==> src/rtl/thermo_alert_pkg.sv <==
package thermo_alert_pkg;
  localparam int unsigned CONF_SD  = 0;
  localparam int unsigned CONF_TM  = 1;
  localparam int unsigned CONF_POL = 2;
  localparam int unsigned CONF_FQ  = 3;
  localparam int unsigned CNT_W    = 3;

  function automatic logic [CNT_W-1:0] fault_need(input logic [1:0] fq);
    case (fq)
      2'd0:    return CNT_W'(1);
      2'd1:    return CNT_W'(2);
      2'd2:    return CNT_W'(4);
      default: return CNT_W'(6);
    endcase
  endfunction
endpackage

==> src/rtl/ta_fault_qual.sv <==
module ta_fault_qual #(
  parameter int unsigned CW = 3
) (
  input  logic          clk_i,
  input  logic          rst_ni,
  input  logic          step_i,
  input  logic          hit_i,
  input  logic          clr_i,
  input  logic [CW-1:0] need_i,
  output logic          qual_o
);
  logic [CW-1:0] cnt_q;
  logic [CW-1:0] cnt_nx;

  assign cnt_nx = cnt_q + CW'(1);
  assign qual_o = step_i & hit_i & (cnt_nx >= need_i);

  always_ff @(posedge clk_i or negedge rst_ni) begin
    if (!rst_ni)                 cnt_q <= '0;
    else if (clr_i)              cnt_q <= '0;
    else if (step_i) begin
      if (!hit_i || qual_o)      cnt_q <= '0;
      else                       cnt_q <= cnt_nx;
    end
  end
endmodule

==> src/rtl/ta_alert_core.sv <==
module ta_alert_core #(
  parameter int unsigned TW = 12,
  parameter int unsigned CW = 3
) (
  input  logic          clk_i,
  input  logic          rst_ni,
  input  logic          sample_valid_i,
  input  logic [TW-1:0] temp_i,
  input  logic [TW-1:0] lo_lim_i,
  input  logic [TW-1:0] hi_lim_i,
  input  logic          tm_i,
  input  logic          sd_i,
  input  logic [CW-1:0] need_i,
  input  logic          clr_i,
  output logic          hot_o,
  output logic          pend_o,
  output logic          dir_o,
  output logic          shut_o
);
  logic hot_q, pend_q, dir_q, shut_q;
  logic accept, over, under, hit, halt, qual;

  assign accept = sample_valid_i & ~shut_q;
  assign over   = $signed(temp_i) >  $signed(hi_lim_i);
  assign under  = $signed(temp_i) <= $signed(lo_lim_i);
  assign hit    = hot_q ? under : over;
  // a latched interrupt freezes qualification until serviced
  assign halt   = tm_i & pend_q;

  ta_fault_qual #(.CW(CW)) u_qual (
    .clk_i  (clk_i),
    .rst_ni (rst_ni),
    .step_i (accept & ~halt),
    .hit_i  (hit),
    .clr_i  (halt),
    .need_i (need_i),
    .qual_o (qual)
  );

  always_ff @(posedge clk_i or negedge rst_ni) begin
    if (!rst_ni) begin
      hot_q  <= 1'b0;
      pend_q <= 1'b0;
      dir_q  <= 1'b0;
      shut_q <= 1'b0;
    end else begin
      if (qual) hot_q <= ~hot_q;
      if (qual && tm_i) begin
        pend_q <= 1'b1;
        dir_q  <= ~hot_q;
      end else if (clr_i) begin
        pend_q <= 1'b0;
      end
      if (!sd_i)               shut_q <= 1'b0;
      else if (sample_valid_i) shut_q <= 1'b1;
    end
  end

  assign hot_o  = hot_q;
  assign pend_o = pend_q;
  assign dir_o  = dir_q;
  assign shut_o = shut_q;
endmodule

==> src/rtl/ta_ara_resp.sv <==
module ta_ara_resp #(
  parameter int unsigned AW = 7
) (
  input  logic          clk_i,
  input  logic          rst_ni,
  input  logic          req_i,
  input  logic          done_i,
  input  logic          lost_i,
  input  logic          eligible_i,
  input  logic [AW-1:0] addr_i,
  input  logic          dir_i,
  output logic          resp_o,
  output logic [AW:0]   byte_o,
  output logic          win_o
);
  logic        resp_q;
  logic [AW:0] byte_q;

  assign win_o = done_i & resp_q & ~lost_i;

  always_ff @(posedge clk_i or negedge rst_ni) begin
    if (!rst_ni) begin
      resp_q <= 1'b0;
      byte_q <= '0;
    end else if (req_i) begin
      resp_q <= eligible_i;
      if (eligible_i) byte_q <= {addr_i, dir_i};
    end else if (done_i) begin
      resp_q <= 1'b0;
    end
  end

  assign resp_o = resp_q;
  assign byte_o = byte_q;
endmodule

==> src/rtl/thermo_alert.sv <==
module thermo_alert
  import thermo_alert_pkg::*;
#(
  parameter int unsigned TW = 12,
  parameter int unsigned LW = 16,
  parameter int unsigned AW = 7
) (
  input  logic          clk_i,
  input  logic          rst_ni,
  input  logic          sample_valid_i,
  input  logic [TW-1:0] temp_i,
  input  logic [LW-1:0] tlow_i,
  input  logic [LW-1:0] thigh_i,
  input  logic [7:0]    conf_i,
  input  logic          i3c_mode_i,
  input  logic          reg_read_i,
  input  logic [AW-1:0] dev_addr_i,
  input  logic          ara_req_i,
  input  logic          ara_done_i,
  input  logic          ara_lost_i,
  output logic          alert_drv_lo_o,
  output logic          ara_resp_o,
  output logic [AW:0]   ara_byte_o
);
  localparam int unsigned LIM_LSB = LW - TW;

  logic             tm, sd, pol;
  logic [CNT_W-1:0] need;
  logic             alert_hot, alert_pend, alert_dir, conv_shut;
  logic             ara_win, active, eligible;

  assign tm   = conf_i[CONF_TM];
  assign sd   = conf_i[CONF_SD];
  assign pol  = conf_i[CONF_POL];
  assign need = fault_need(conf_i[CONF_FQ+1:CONF_FQ]);

  ta_alert_core #(.TW(TW), .CW(CNT_W)) u_core (
    .clk_i          (clk_i),
    .rst_ni         (rst_ni),
    .sample_valid_i (sample_valid_i),
    .temp_i         (temp_i),
    .lo_lim_i       (tlow_i[LW-1:LIM_LSB]),
    .hi_lim_i       (thigh_i[LW-1:LIM_LSB]),
    .tm_i           (tm),
    .sd_i           (sd),
    .need_i         (need),
    .clr_i          ((reg_read_i & tm) | ara_win),
    .hot_o          (alert_hot),
    .pend_o         (alert_pend),
    .dir_o          (alert_dir),
    .shut_o         (conv_shut)
  );

  assign eligible = ~i3c_mode_i & tm & alert_pend;

  ta_ara_resp #(.AW(AW)) u_ara (
    .clk_i      (clk_i),
    .rst_ni     (rst_ni),
    .req_i      (ara_req_i),
    .done_i     (ara_done_i),
    .lost_i     (ara_lost_i),
    .eligible_i (eligible),
    .addr_i     (dev_addr_i),
    .dir_i      (alert_dir),
    .resp_o     (ara_resp_o),
    .byte_o     (ara_byte_o),
    .win_o      (ara_win)
  );

  assign active         = ~i3c_mode_i & (tm ? alert_pend : alert_hot);
  assign alert_drv_lo_o = pol ? ~active : active;
endmodule

==> config.mk <==
export PLATFORM = sky130hd
export DESIGN_NAME = thermo_alert
export DESIGN_NICKNAME = d
export VERILOG_FILES = /design/src/rtl/thermo_alert_pkg.sv /design/src/rtl/ta_fault_qual.sv /design/src/rtl/ta_alert_core.sv /design/src/rtl/ta_ara_resp.sv /design/src/rtl/thermo_alert.sv
export SDC_FILE = /design/constraint.sdc
export NUM_CORES = 1
export LEC_CHECK = 0
export ABC_AREA = 1
export BUFFER_PORTS_ARGS = -buffer_cell sky130_fd_sc_hd__buf_2
export CORE_UTILIZATION = 35
export DETAILED_ROUTE_END_ITERATION = 6
export PLACE_DENSITY = 0.65
export SLEW_MARGIN = 5
export SYNTH_ARGS = -nofsm -noshare
export SYNTH_HDL_FRONTEND = slang
export SYNTH_SLANG_ARGS = --single-unit
==> constraint.sdc <==
create_clock -name clk_i -period 1.8 [get_ports clk_i]
set_input_delay 0.18 -clock clk_i [delete_from_list [all_inputs] [get_ports clk_i]]
set_output_delay 0.18 -clock clk_i [all_outputs]
set_load 0.01 [all_outputs]
# [Word level (Yosys, flattened, before mapping)]
# Index checks and enable logic that the tools add are counted.
[word_totals] regBits=16 elab_cells=53 output_inout_bits=10 inputBits=67
[classes] n_bitwise=18 n_reduce_logical=8 eq_ne=3 muxes=13 n_lt_le_gt_ge=3 add_sub_neg=1
[ops] op="greater-than comparator 12 bit" n=1
[ops] op="<= comparator 12 bit" n=1
[ops] op="AND 1 bit" n=11
[ops] op="two-way mux 1 bit" n=9
[ops] op="two-way mux 3 bit" n=3
[ops] op="case mux 3 bit (3 select lines)" n=1
[ops] op="NOT 1 bit" n=6
[ops] op="nonzero test 2 bit" n=3
[ops] op="adder 3 x 1 -> 3 bit (second input constant)" n=1
[ops] op=">= comparator 3 bit" n=1
[ops] op="equality test 2 x 1 -> 1 bit (second input constant)" n=1
[ops] op="equality test 2 bit (second input constant)" n=1
[ops] op="logical NOT 2 bit" n=1
[ops] op="!= test 2 bit (second input constant)" n=1
[ops] op="AND reduction 2 bit" n=1
[ops] op="logical AND 1 bit" n=1
[ops] op="logical NOT 1 bit" n=1
[ops] op="logical OR 1 bit" n=1
[ops] op="OR 1 bit" n=1

# [Longest topological paths before layout]
# Gate-level depths: netlist of the first run.
[depth] depth_word=9 depth_mapped=16 mapped_depth_nobuf=16

# [Cells and area by module]
# Synthesis of the first run repeated with hierarchy kept, for this count alone.
[hier_totals] cells_unflattened=234 hier_area_um2=1601.5
[modules_own_cells] mod="ta_alert_core" n_inst=1 cells_per_inst=135 seq_area_each_um2=100.1 area_per_inst_um2=878.3
[modules_own_cells] mod="ta_ara_resp" n_inst=1 cells_per_inst=41 seq_area_each_um2=225.2 area_per_inst_um2=389.1
[modules_own_cells] mod="ta_fault_qual" n_inst=1 cells_per_inst=42 seq_area_each_um2=75.1 area_per_inst_um2=264.0
[modules_own_cells] mod="thermo_alert" n_inst=1 cells_per_inst=16 seq_area_each_um2=0.0 area_per_inst_um2=70.1

# [Worst setup path after synthesis of the first run]
# Ideal clock, no wire load.
[synth_timing] kind="flip-flop to flip-flop" startpoint="reg u_core.u_qual.cnt_q[0]" endpoint="reg u_core.dir_q, in the netlist u_core.dir_o" period_less_slack_ns=1.709 required_time_ns=1.684 slack_ns=0.091 setup_time_ns=0.116 stages_incl_launch_ff=11 arrival_ns=1.592 n_path_buf=0 path_cell_list="dfrtp_1 ha_1 ha_1 a21oi_1 nor2_1 o21ai_0 inv_1 nand3_2 nor2_1 nand2_1 nand2_1"
[synth_via] elab_chain_cells=4
[synth_rtl] item="from (decl)" line="ta_fault_qual.sv:12" rtl="logic [CW-1:0] cnt_q;"
[synth_rtl] item="from (signal assigned)" line="ta_fault_qual.sv:23" rtl="else cnt_q <= cnt_nx;"
[synth_rtl] item="adder 3 x 1 -> 3 bit" line="ta_fault_qual.sv:15" rtl="assign cnt_nx = cnt_q + CW'(1);"
[synth_rtl] item=">= comparator 3 bit" line="ta_fault_qual.sv:16" rtl="assign qual_o = step_i & hit_i & (cnt_nx >= need_i);"
[synth_rtl] item="AND 1 bit" line="ta_fault_qual.sv:16"
[synth_rtl] item="logical AND 1 bit" line="ta_alert_core.sv:48" rtl="if (qual && tm_i) begin"
[synth_rtl] item="to (signal assigned)" line="ta_alert_core.sv:50" rtl="dir_q <= ~hot_q;"
[synth_rtl] item="to (decl)" line="ta_alert_core.sv:20" rtl="logic hot_q, pend_q, dir_q, shut_q;"
# No other way between the ends.
# A chain may end at the register's enable or synchronous reset.

# [Final worst setup path of the first run]
[layout_timing] startpoint="reg u_core.u_qual.cnt_q[1]" endpoint="reg u_core.dir_q, in the netlist u_core.dir_o"
# The elaborated chain is that of the path after synthesis.

==> results of run 1 <==
final cells by class:
type / instances / area [um2] / share of cell area, %
well taps: 50 / 62.6 / 3.11
inverters: 49 / 184 / 9.14
multi-input cells: 133 / 960 / 47.7
repair buffers: 68 / 350 / 17.4
flip-flops and latches: 16 / 400 / 19.9
clock buffers: 4 / 55.1 / 2.74
synth_stat cells, types with 2 or more instances:
library cell	n	area, um2
dfrtp_1	16	400
nor2_1	10	37.5
nor2_2	2	12.5
xor2_1	3	26.3
nand2_2	3	18.8
nand3_1	7	35.0
inv_2	2	7.51
nand3_2	3	30.0
nand4_1	6	37.5
inv_1	47	176
o21a_1	2	15.0
nand2_1	45	169
mux2_2	8	90.1
a21oi_1	9	45.0
o21ai_0	2	10.0
ha_1	28	350
what timing repair did:
item | in CTS | in global routing
gates resized for setup | 1 | 6
setup buffers | 0 | 1
endpoints found under the hold margin | 16 | 0
setup endpoints to repair | 3 | 6
pin swaps | 0 | 10
hold buffers | 1 | 0
power breakdown:
| part | leakage [nW] | switching, mW | total (mW) | internal [mW] |
|---|---|---|---|---|
| registers | 0.210 | 0.0765 | 0.580 | 0.503 |
| clock network | 0.0288 | 0.118 | 0.312 | 0.194 |
| logic | 1.05 | 0.430 | 0.843 | 0.413 |
| total | 1.28 | 0.625 | 1.73 | 1.11 |
worst register-to-register path, stage by stage (launching register included):
cell,delay [ns]
dfrtp_1,0.40
ha_2,0.36
ha_4,0.21
a21oi_2,0.12
nor2_1,0.06
o21ai_1,0.16
inv_2,0.08
nand3_2,0.08
nor2_2,0.04
nand2_1,0.05
nand2_1,0.05
state kept, by name, summed over array words and instances (netlist names):
register,count
u_core.u_qual.cnt_q,3
u_ara.byte_o,8
u_core.shut_o,1
u_core.pend_o,1
u_core.dir_o,1
u_ara.resp_o,1
u_core.hot_o,1
layer usage:
layer,up-vias,track usage (%)
met5,-,0
met4,0,2.34
met3,2,2.87
met2,37,21.9
met1,581,17.9
li1,764,-
path summary, 6_finish.rpt:
check	slack, ns	depth (start not counted)	endpoint	startpoint
setup / recovery	0.09	10	u_core.dir_o	u_core.u_qual.cnt_q[1]
hold / removal	0.15	2	u_core.shut_o	conf_i[0]
setup reg to reg	0.09	10	u_core.dir_o	u_core.u_qual.cnt_q[1]
hold reg to reg	0.47	2	u_core.dir_o	u_core.dir_o
max in group asynchronous	1.17	2	u_ara.byte_o[7]	rst_ni
min in group asynchronous	0.37	2	u_core.u_qual.cnt_q[2]	rst_ni
cells by family after synthesis:
family / Yosys count
xor gates and xnor gates: 3
and+or+nand+nor: 79
adders and majority gates: 28
muxes: 8
AOI/OAI and AO/OA: 15
DFF: 16
buffers and inverters: 49
metrics by stage:
step                      setup slack [ns]  cells
final                               0.0909    320
after global placement              0.0105    314
after global routing               -0.0964    320
after CTS                          0.00537    319
after floorplan                     0.0912    198
after detailed placement            0.0153    314
==> impl_metrics.json, run 1 <==
{
  "cp_common_cell": "nand2_1",
  "fmax_ghz": 0.585,
  "syn-cell-area_um2": 1520,
  "cpMaxStageDelayCell": "dfrtp_1",
  "total_power_mw": 1.73,
  "synth-edff-count": 0,
  "antenna_found_initial": 0,
  "dominantRegCellSynth": "dfrtp_1",
  "p_leak_nw": 1.28,
  "final_antenna_net_count": 0,
  "slew_headroom_pct": 76.0,
  "rows": 23,
  "clkLatencyLatePin_ns": 0.25,
  "worst_pin_slew_ns": 0.360,
  "min_path_type": "in2reg",
  "final_cell_mix": "65 x buf_2, 46 x inv_1, 45 x nand2_1, 26 x ha_1, 16 x dfrtp_1",
  "worst-path-buf-inv": 1,
  "avgSynthCellArea_um2": 7.65,
  "wl_per_cell_um": 9.54,
  "io_buffers": 65,
  "synthSimpleGateAreaFrac_pct": 25.0,
  "maxCapViolations": 0,
  "synth_cell_type_count": 21,
  "holdWs_ns": 0.154,
  "track_usage_pct": 13.3,
  "ios": 77,
  "drive_gt1_share_pct": 36.3,
  "crit_family": "adder cells",
  "route.met2.wl_mm": 1.41,
  "path_cells": "ha_2, ha_4, a21oi_2, nor2_1, o21ai_1, inv_2, nand3_2, nor2_2, nand2_1, nand2_1",
  "synthAdderAreaFrac_pct": 23.1,
  "dr_wl_met3_um": 159,
  "crit_fanout": 3,
  "antenna_cells": 0,
  "setup_viol": 0,
  "status": "finished clean",
  "vias": 1384,
  "min_period_over_period_pct": 94.9,
  "cts_tree": "done",
  "grt_max_degree": 17,
  "worst_setup_path_start_kind": "register",
  "synth-xor-area-share_pct": 1.73,
  "grt_pass1_vias": 1175,
  "fin_nets": 366,
  "ys_ff_latch": 16,
  "skew_ns": 0.00351,
  "hpwl_mm": 2.55,
  "routed.top_layer": "met4",
  "clk_pin_slew_worst_paths_ns": 0.06,
  "utilization_pct": 49.2,
  "drtIter0Drc": 32,
  "cts.sinks": 16,
  "viasPerCell": 4.33,
  "finalSetupTns_ns": 0,
  "power_density_nw_per_um2": 862,
  "worst_ep_arrival_time_ns": 1.85,
  "drv_slew": 0,
  "synth_compound_area_share_pct": 5.62,
  "crit_type": "reg2reg",
  "async_flop_share_pct": 100,
  "place_area_um2": 1910,
  "area_growth_syn_to_layout_pct": 32.8,
  "synthMuxAreaShare_pct": 5.95,
  "crit_required_ns": 1.94,
  "clock_path_buffers": 2,
  "seq_area_frac_synth_pct": 26.4,
  "rsz0062_at_grt": "yes",
  "yosysWarnings": 0,
  "htreeDepth": 1,
  "die_h_um": 67.8,
  "drc": 0,
  "die_w_um": 67.8,
  "place.gp.congestion": 0.792,
  "post-route-cell-area_um2": 2010,
  "cpPeakStageDelay_ns": 0.40,
  "core_um2": 4090,
  "die_area_um2": 4600,
  "routed_wirelength_mm": 3.05,
  "grt_pass1_wl_mm": 4.66,
  "cp-end-kind": "register",
  "synth_top_family_by_area": "simple AND/OR/NAND/NOR gates",
  "grt_overflow": 0,
  "n_fill_cell": 390,
  "ir_drop_v": 0.000653,
  "cts_made_buffers": 3,
  "synth_cells": 198,
  "wl_met1_mm": 1.46,
  "syn_nets": 293,
  "firstDrtPassIters": 4,
  "final_common_cell": "buf_2",
  "finalHoldViolations": 0,
  "cts-root-buf": "clkbuf_8",
  "initial_core_util_pct": 37.1,
  "finalCriticalPeriod_ns": 1.71
}
No activity file was read; power rests on OpenSTA's default activity.
==> run 2, diff against run 1 <==
PLACE_DENSITY = 0.64   (was 0.65)
SYNTH_HIERARCHICAL = 1   (was not set)
==> run 2 against run 1 <==
  * Critical path depth up 2
  * Register-to-register slack barely moved
  * Utilization decreased by 0.98 points
  * Sequential share of layout area is 0.98 points lower
  * Highest routed layer unchanged
==> impl_metrics.json, run 2 <==
{
  "status": "finished clean",
  "cts_tree": "done",
  "post-route-cell-area_um2": 2120,
  "area_growth_syn_to_layout_pct": 32.1,
  "synth_cells": 234,
  "firstDrtPassIters": 5,
  "grt_pass1_vias": 1476,
  "grt_max_degree": 17,
  "worst_ep_arrival_time_ns": 1.84,
  "r2r_start": "u_core/u_qual/cnt_q[1]",
  "regArea_um2": 400,
  "yosysWarnings": 6,
  "maxCapViolations": 0,
  "cp-end-kind": "register",
  "finalHoldViolations": 0,
  "clk_pin_slew_worst_paths_ns": 0.06,
  "syn-cell-area_um2": 1600,
  "power_density_nw_per_um2": 783,
  "rsz0062_at_grt": "yes",
  "min_period_over_period_pct": 95.0,
  "skew_ns": 0.00186,
  "hold_depth": 2,
  "core_um2": 4380,
  "final_antenna_net_count": 0,
  "power_switching_uw": 621,
  "drv_slew": 0,
  "min_to": "u_core/shut_o",
  "swShare_pct": 37.5,
  "crit_type": "reg2reg",
  "finalCriticalPeriod_ns": 1.71,
  "worst_setup_path_start_kind": "register",
  "place.gp.congestion": 0.775,
  "syn_nets": 329,
  "min_path_type": "in2reg",
  "multi_input_area_um2": 997,
  "worst_pin_slew_ns": 0.415,
  "finalSetupTns_ns": 0,
  "pwr-share-seq_pct": 34.7,
  "avgSynthCellArea_um2": 6.84,
  "drc": 0,
  "htreeDepth": 1,
  "synthTopCellsByArea": "dfrtp_1 25%, ha_1 22%, nand2_1 17%",
  "fin_nets": 403,
  "setup_viol": 0,
  "worstHoldStart": "conf_i[0]",
  "ir_drop_v": 0.000285,
  "total_power_mw": 1.66,
  "cts.sinks": 16,
  "clock_path_buffers": 2,
  "initial_core_util_pct": 36.5,
  "die_w_um": 69.6,
  "grt_overflow": 0,
  "rr_endpoint": "u_core/hot_o",
  "crit_fanout": 2,
  "io_buffers": 65,
  "combPwrFrac_pct": 46.0,
  "seq_area_frac_synth_pct": 25.0,
  "fin_ws_ns": 0.0896,
  "crit_required_ns": 1.93,
  "routed_wirelength_mm": 3.29,
  "rows": 24,
  "synth_top_area_share_pct": 25.0,
  "grt_pass1_wl_mm": 5.89,
  "cpMaxStageDelayCell": "dfrtp_1",
  "async_flop_share_pct": 100,
  "cts-root-buf": "clkbuf_8",
  "crit_family": "adder cells",
  "drtIter0Drc": 62,
  "final_common_cell": "nand2_1",
  "synth_cell_type_count": 24,
  "dominantRegCellSynth": "dfrtp_1",
  "drive_gt1_share_pct": 32.2,
  "p_leak_nw": 1.39,
  "cts_made_buffers": 3,
  "viasPerCell": 4.32,
  "holdWs_ns": 0.143,
  "synthTopCellsByCount": "71 x nand2_1, 53 x inv_1, 28 x ha_1",
  "antenna_cells": 0,
  "ios": 77,
  "final_cell_mix": "68 x nand2_1, 65 x buf_2, 50 x inv_1, 26 x ha_1",
  "vias": 1550,
  "utilization_pct": 48.3,
  "slew_headroom_pct": 72.3,
  "clkLatencyLatePin_ns": 0.25,
  "die_area_um2": 4850,
  "wl_per_cell_um": 9.18,
  "place_area_um2": 2000,
  "die_h_um": 69.6,
  "ys_ff_latch": 16,
  "largest_reg_flops": 8,
  "place_ws_ns": -0.105,
  "dp.cells": 352,
  "yosys.area.top_type": "dfrtp_1",
  "fin_cells": 359,
  "p_clk_share_pct": 19.3,
  "regToRegSetupSlack_ns": 0.09,
  "synth-edff-count": 0,
  "power.internal_mw": 1.04,
  "antenna_found_initial": 0,
  "yosysMostFrequentCell": "nand2_1",
  "cpPeakStageDelay_ns": 0.40,
  "track_usage_pct": 14.5,
  "hpwl_mm": 2.80,
  "ff2ff_path_depth": 12,
  "fmax_ghz": 0.585,
  "worst-path-buf-inv": 4,
  "path_cells": "ha_2, inv_2, nand2_2, nand2_2, inv_2, ha_4, a21oi_2, nand2_1, nand2_2, inv_2, buf_4, xor2_1",
  "n_fill_cell": 447
}
==> run 2: cell count changes in the layout (fill, tap and decap cells not counted), moves of 4 or more <==
| cell | change |
|---|---|
| buf_4 | +5 |
| inv_1 | +4 |
| mux2_2 | -8 |
| nand2_1 | +23 |
| nand3_1 | +9 |
==> run 2: final cells by class <==
type / instances / share of cell area [%]
Clock buffer: 4 / 2.60
Inverter: 56 / 9.93
Multi-Input combinational cell: 158 / 47.1
Timing Repair Buffer: 73 / 18.3
Tap cell: 52 / 3.08
Sequential cell: 16 / 18.9
==> run 2: worst max path at each step <==
stage / from / endpoint / slack (ns) / cells after the start
6_report: u_core/u_qual/cnt_q[1] / u_core/hot_o / 0.09 / 12
5_1_grt: u_core/u_qual/cnt_q[1] / u_core/dir_o / -0.03 / 15
4_1_cts: u_core/u_qual/cnt_q[0] / u_core/pend_o / 0.02 / 12
3_5_place_dp: temp_i[11] / u_core/dir_o / -0.11 / 15
3_3_place_gp: temp_i[11] / u_core/dir_o / -0.08 / 15
2_1_floorplan: tlow_i[15] / u_core/dir_o / 0.07 / 15
==> run 2: power by group through the flow <==
stage                     clock network (mW)  logic, mW  registers (mW)
after floorplan                            0      0.405           0.607
after global placement                     0      0.704           0.573
after detailed placement                   0      0.717           0.580
after CTS                              0.327      0.722           0.574
after global routing                   0.345      0.868           0.599
final                                  0.320      0.762           0.574
==> run 2: layer usage <==
metal  vias up  track usage (%)  part of all wire (%)
met5         -                0                     0
met4         0             3.33                  0.43
met3         2             2.47                   3.8
met2        31             24.9                    48
met1       643             18.8                    48
li1        874                -                     -
==> run 2: logic make-up (layout without fill, tap and decap cells) <==
| logic type | after synthesis | count (layout) | synth area share (%) |
|---|---|---|---|
| AND/OR/NAND/NOR | 115 | 115 | 32.3 |
| buffers and inverters | 60 | 133 | 15.0 |
| flip-flops | 16 | 16 | 25.0 |
| XOR/XNOR | 1 | 1 | 0.547 |
| AO/OA/AOI/OAI | 14 | 14 | 5.31 |
| adder cells (fa/ha/maj) | 28 | 28 | 21.9 |
==> run 2: repair_timing <==
action / in CTS / in global routing
endpoints found under the hold margin: 16 / 0
setup buffers: 0 / 2
gates resized for setup: 0 / 12
hold buffers: 1 / 0
endpoints found under the setup margin: 0 / 6
==> run 2: worst reg2reg max path, delay by kind of cell, from the launching register on <==
| family | cells | cell delay, ns |
|---|---|---|
| AO/OA/AOI/OAI | 1 | 0.13 |
| buffers and inverters | 4 | 0.25 |
| flip-flops | 1 | 0.40 |
| XOR/XNOR | 1 | 0.13 |
| adder cells (fa/ha/maj) | 2 | 0.41 |
| AND/OR/NAND/NOR | 4 | 0.27 |
